## config.mk

```make
export PLATFORM = sky130hd
export DESIGN_NAME = mmap_decoder
export DESIGN_NICKNAME = d
export VERILOG_FILES = /design/src/rtl/mmap_pkg.sv /design/src/rtl/mmap_region_dec.sv /design/src/rtl/mmap_slot_dec.sv /design/src/rtl/mmap_id_strobe.sv /design/src/rtl/mmap_decoder.sv
export SDC_FILE = /design/constraint.sdc
export NUM_CORES = 1
export LEC_CHECK = 0
export BUFFER_PORTS_ARGS = -buffer_cell sky130_fd_sc_hd__buf_2
export CORE_MARGIN = 1.5
export CORE_UTILIZATION = 25
export DETAILED_ROUTE_END_ITERATION = 16
export PLACE_DENSITY = 0.7
export RECOVER_POWER = 50
export SLEW_MARGIN = 15
export SYNTH_ARGS = -nofsm -noshare
export SYNTH_HDL_FRONTEND = slang
export SYNTH_HIERARCHICAL = 1
export SYNTH_SLANG_ARGS = --single-unit
```

## constraint.sdc

```tcl
create_clock -name vclk -period 1.85
set_input_delay 0.0925 -clock vclk [all_inputs]
set_output_delay 0.0925 -clock vclk [all_outputs]
set_load 0.05 [all_outputs]
```

## src/rtl/mmap_pkg.sv

```systemverilog
package mmap_pkg;
  typedef enum logic [2:0] {
    RGN_NONE   = 3'd0,
    RGN_RAM0   = 3'd1,
    RGN_BANK   = 3'd2,
    RGN_SYSRAM = 3'd3,
    RGN_IO     = 3'd4,
    RGN_ROM    = 3'd5
  } region_e;
endpackage

```

## src/rtl/mmap_region_dec.sv

```systemverilog
module mmap_region_dec
  import mmap_pkg::*;
#(
  parameter int ADDR_W = 16,
  parameter logic [ADDR_W-1:0] BANK_BASE = 16'h8000,
  parameter logic [ADDR_W-1:0] SYS_BASE  = 16'hA000,
  parameter logic [ADDR_W-1:0] IO_BASE   = 16'hBE00,
  parameter int PAGE_BYTES = 512
) (
  input  logic [ADDR_W-1:0] addr_i,
  output region_e           region_o
);
  localparam logic [ADDR_W:0] BANK_W = {1'b0, BANK_BASE};
  localparam logic [ADDR_W:0] SYS_W  = {1'b0, SYS_BASE};
  localparam logic [ADDR_W:0] IO_W   = {1'b0, IO_BASE};
  localparam logic [ADDR_W:0] IO_END = IO_W + (ADDR_W+1)'(PAGE_BYTES);

  logic [ADDR_W:0] a_ext;
  assign a_ext = {1'b0, addr_i};

  always_comb begin
    if (a_ext < BANK_W)      region_o = RGN_RAM0;
    else if (a_ext < SYS_W)  region_o = RGN_BANK;
    else if (a_ext < IO_W)   region_o = RGN_SYSRAM;
    else if (a_ext < IO_END) region_o = RGN_IO;
    else                     region_o = RGN_ROM;
  end
endmodule

```

## src/rtl/mmap_slot_dec.sv

```systemverilog
module mmap_slot_dec #(
  parameter int SLOT_COUNT = 16,
  localparam int SLOT_BITS = $clog2(SLOT_COUNT)
) (
  input  logic                  enable_i,
  input  logic                  in_page_i,
  input  logic [SLOT_BITS-1:0]  slot_idx_i,
  output logic [SLOT_COUNT-1:0] sel_n_o,
  output logic [SLOT_BITS-1:0]  slot_num_o
);
  for (genvar g = 0; g < SLOT_COUNT; g++) begin : g_slot
    assign sel_n_o[g] = ~(enable_i && in_page_i &&
                          (slot_idx_i == SLOT_BITS'(g)));
  end

  assign slot_num_o = in_page_i ? slot_idx_i : '0;
endmodule

```

## src/rtl/mmap_id_strobe.sv

```systemverilog
module mmap_id_strobe #(
  parameter int OFS_BITS = 5
) (
  input  logic                rd_i,
  input  logic                in_page_i,
  input  logic [OFS_BITS-1:0] offset_i,
  output logic                id_req_n_o
);
  assign id_req_n_o = ~(rd_i && in_page_i && (offset_i == '0));
endmodule

```

## src/rtl/mmap_decoder.sv

```systemverilog
module mmap_decoder
  import mmap_pkg::*;
#(
  parameter int ADDR_W     = 16,
  parameter int SLOT_COUNT = 16,
  parameter int SLOT_BYTES = 32,
  parameter logic [ADDR_W-1:0] BANK_BASE = 16'h8000,
  parameter logic [ADDR_W-1:0] SYS_BASE  = 16'hA000,
  parameter logic [ADDR_W-1:0] IO_BASE   = 16'hBE00,
  localparam int SLOT_LSB   = $clog2(SLOT_BYTES),
  localparam int SLOT_BITS  = $clog2(SLOT_COUNT),
  localparam int PAGE_BYTES = SLOT_COUNT * SLOT_BYTES
) (
  input  logic [ADDR_W-1:0]     addr_i,
  input  logic                  rd_i,
  input  logic                  wr_i,
  output logic                  ram0_sel_o,
  output logic                  bank_sel_o,
  output logic                  sysram_sel_o,
  output logic                  rom_sel_o,
  output logic [SLOT_COUNT-1:0] dev_sel_n_o,
  output logic                  id_req_n_o,
  output logic [SLOT_BITS-1:0]  slot_num_o,
  output logic [SLOT_LSB-1:0]   dev_addr_o
);
  region_e region;
  logic    bus_active;
  logic    in_page;

  assign bus_active = rd_i | wr_i;

  mmap_region_dec #(
    .ADDR_W(ADDR_W), .BANK_BASE(BANK_BASE), .SYS_BASE(SYS_BASE),
    .IO_BASE(IO_BASE), .PAGE_BYTES(PAGE_BYTES)
  ) u_region (
    .addr_i  (addr_i),
    .region_o(region)
  );

  assign in_page      = (region == RGN_IO);
  assign ram0_sel_o   = bus_active && (region == RGN_RAM0);
  assign bank_sel_o   = bus_active && (region == RGN_BANK);
  assign sysram_sel_o = bus_active && (region == RGN_SYSRAM);
  assign rom_sel_o    = bus_active && (region == RGN_ROM);

  mmap_slot_dec #(.SLOT_COUNT(SLOT_COUNT)) u_slots (
    .enable_i  (bus_active),
    .in_page_i (in_page),
    .slot_idx_i(addr_i[SLOT_LSB +: SLOT_BITS]),
    .sel_n_o   (dev_sel_n_o),
    .slot_num_o(slot_num_o)
  );

  mmap_id_strobe #(.OFS_BITS(SLOT_LSB)) u_id (
    .rd_i      (rd_i),
    .in_page_i (in_page),
    .offset_i  (addr_i[SLOT_LSB-1:0]),
    .id_req_n_o(id_req_n_o)
  );

  assign dev_addr_o = addr_i[SLOT_LSB-1:0];
endmodule

```

==> results_dict.tcl <==
set metrics [dict create \
    nFillCells 135 \
    hold-path-cell-count 2 \
    detail_route.drc_violations 0 \
    grtUsageTotal 0.1231 \
    detail_route.wl_per_cell_um 9.657 \
    wl_um 1043 \
    antenna_violating_nets_post_route 0 \
    critPathCaptureType "output port" \
    holdCritStartpoint "addr_i[0]" \
    timing_worst_setup_path_type "in -> out" \
    floorplan.die.height_um 39.01 \
    timing.final.max_slew_violations 0 \
    antenna_found_initial 0 \
    timing.critical_path.mode_cell "buf_2" \
    cp_num_buf_inv 3 \
    final_min_period_over_clock_period 0.9223 \
    report.final.hold_viol_count 0 \
    syn-cell-area_um2 324.1 \
    cts.repair.resized 0 \
    first_global_vias 345 \
    cp.required_ns 1.76 \
    insertedDiodeCount 0 \
    io_buffers 48 \
    synthCells 49 \
    cts_post_setup_buffers_inserted 0 \
    most_numerous_cell_in_the_yosys_netlist "nand2_1" \
    clock.fmax_ghz 0.5861 \
    grt_util_met1 0.1824 \
    detail_route.vias_per_cell 4.769 \
    grt_setup_unrepaired "no" \
    max_slew_margin 0.6039 \
    finalNetCount 114 \
    floorplan.die_area_um2 1521 \
    path_delay_family "simple AND/OR/NAND/NOR gates" \
    place_inst 108 \
    layout.cells.non_filler 108 \
    finalSetupViolations 0 \
    multi_input_area_um2 289.0 \
    detail_route.iter0.violations 5 \
    p_leak_nw 0.2349 \
    largest_net_degree_at_the_start_of_global_routing 9 \
    hold_path_end "dev_addr_o[0]" \
    top_cell_types_by_occurrence_after_synthesis "nand2_1 (14), buf_4 (5), and2_2 (4), nand3_1 (4)" \
    ctsHoldBuffers 0 \
    place_ws_ns 0.1509 \
    initial_utilization 0.2803 \
    synth-warning-count 6 \
    post_synth_main_area_contributors "nand2_1 (16%), buf_4 (12%), and2_2 (9.3%)" \
    finalCriticalPeriod_ns 1.706 \
    grt_remaining_overflow 0 \
    worst_path_max_delay_cell "and4b_1" \
    arrival_ns 1.61 \
    worst_slew_pin_slew_ns 0.5967 \
    place.detailed.hpwl_um 900.9 \
    layout.sequential_cells 0 \
    fraction_of_final_layout_cells_sized_beyond_drive_strength_1 0.5426 \
    die_x_um 39.01 \
    seqCellArea_um2 0 \
    globalRoute.busiestLayer "met2" \
    pwr_density_cell_nw_per_um2 197.4 \
    worstPathMaxFanout 8 \
    gr_layer_usage_met2 0.2083 \
    routed-via-count 515 \
    status "complete, no violations" \
    core.rowCount 12 \
    drt_pre_antenna_iters 3 \
    worst_setup_sp_type "primary input" \
    power.ir.vdd_worst_mv 0.1154 \
    synth.lib_cells_used.distinct 24 \
    slowest_delay_ns 0.29 \
    min-delay-path-class "in -> out" \
    max_cap_viol_count 0 \
    synth_nets 67 \
    syn2layout_area_growth_pct 70.66 \
    synth_top_area_frac 0.1622 \
    finalWorstSetupSlack_ns 0.1437 \
    placeableCoreArea_um2 1156 \
    gp_congestion 0.6488 \
    global_route.usage.met3 0 \
    postSynthAreaPerCell_um2 6.613 \
    io_pins 48 \
    num-clock-buffers 0 \
    critical_path.cell_chain "buf_2 -> nand2b_1 -> a21o_1 -> nor3b_1 -> buf_4 -> and4b_1 -> nand3_1 -> buf_2" \
    totalNegativeSetupSlack_ns 0 \
    seq_area_frac_synth 0 \
    synth_top_cell_by_area "nand2_1" \
    grt_first_pass_wirelength_um 1414 \
]
## cell type report
class | count | share of cell area
multi-input combinational | 43 | 0.5226
timing repair buffer | 50 | 0.4389
tap | 14 | 0.03167
inverter | 1 | 0.006787
## per-layer routing
metal  routed length [µm]  up-vias
met2                  472       25
met4                    0        0
li1                     -      266
met3                   96        0
met5                    0        -
met1                  474      224
## worst max path at each step
stage | end | start | depth (start not counted)
floorplan | ram0_sel_o | addr_i[9] | 3
global placement | dev_sel_n_o[14] | addr_i[14] | 8
detailed placement | dev_sel_n_o[14] | addr_i[14] | 8
CTS | dev_sel_n_o[14] | addr_i[14] | 8
global route | dev_sel_n_o[14] | addr_i[14] | 8
finish | dev_sel_n_o[14] | addr_i[14] | 8
## cell families (layout without fill, tap and decap cells)
logic type | after synthesis | after routing | share of synthesized area
AO/OA/AOI/OAI | 3 | 3 | 0.06564
buffers and inverters | 6 | 51 | 0.1274
AND/OR/NAND/NOR | 40 | 40 | 0.8070
## cell usage in the layout, fill, tap and decap left out, types with 2 or more instances in the layout
master,netlist,layout
buf_4,5,2
nand3_1,4,4
nand2_1,14,14
and4b_1,2,2
clkbuf_2,0,4
clkbuf_1,0,10
and2_2,4,4
buf_2,0,34
## metrics by stage
stage / util / hold slack [ns] / cell area [µm²] / total power, mW
finish: 0.4784 / 0.5712 / 553.0 / 0.1092
global route: 0.4784 / 0.5827 / 553.0 / 0.1180
CTS: 0.4892 / 0.4879 / 565.5 / 0.1119
detailed placement: 0.4892 / 0.4875 / 565.5 / 0.1117
global placement: 0.4892 / 0.4869 / 565.5 / 0.1102
floorplan: - / 0.3521 / 330.3 / 0.07644
## power by group
group          total, mW  internal, mW  switching, mW
registers              0             0              0
clock network          0             0              0
logic              0.109        0.0339         0.0752
total              0.109        0.0339         0.0752
No activity file was read; power rests on OpenSTA's default activity.
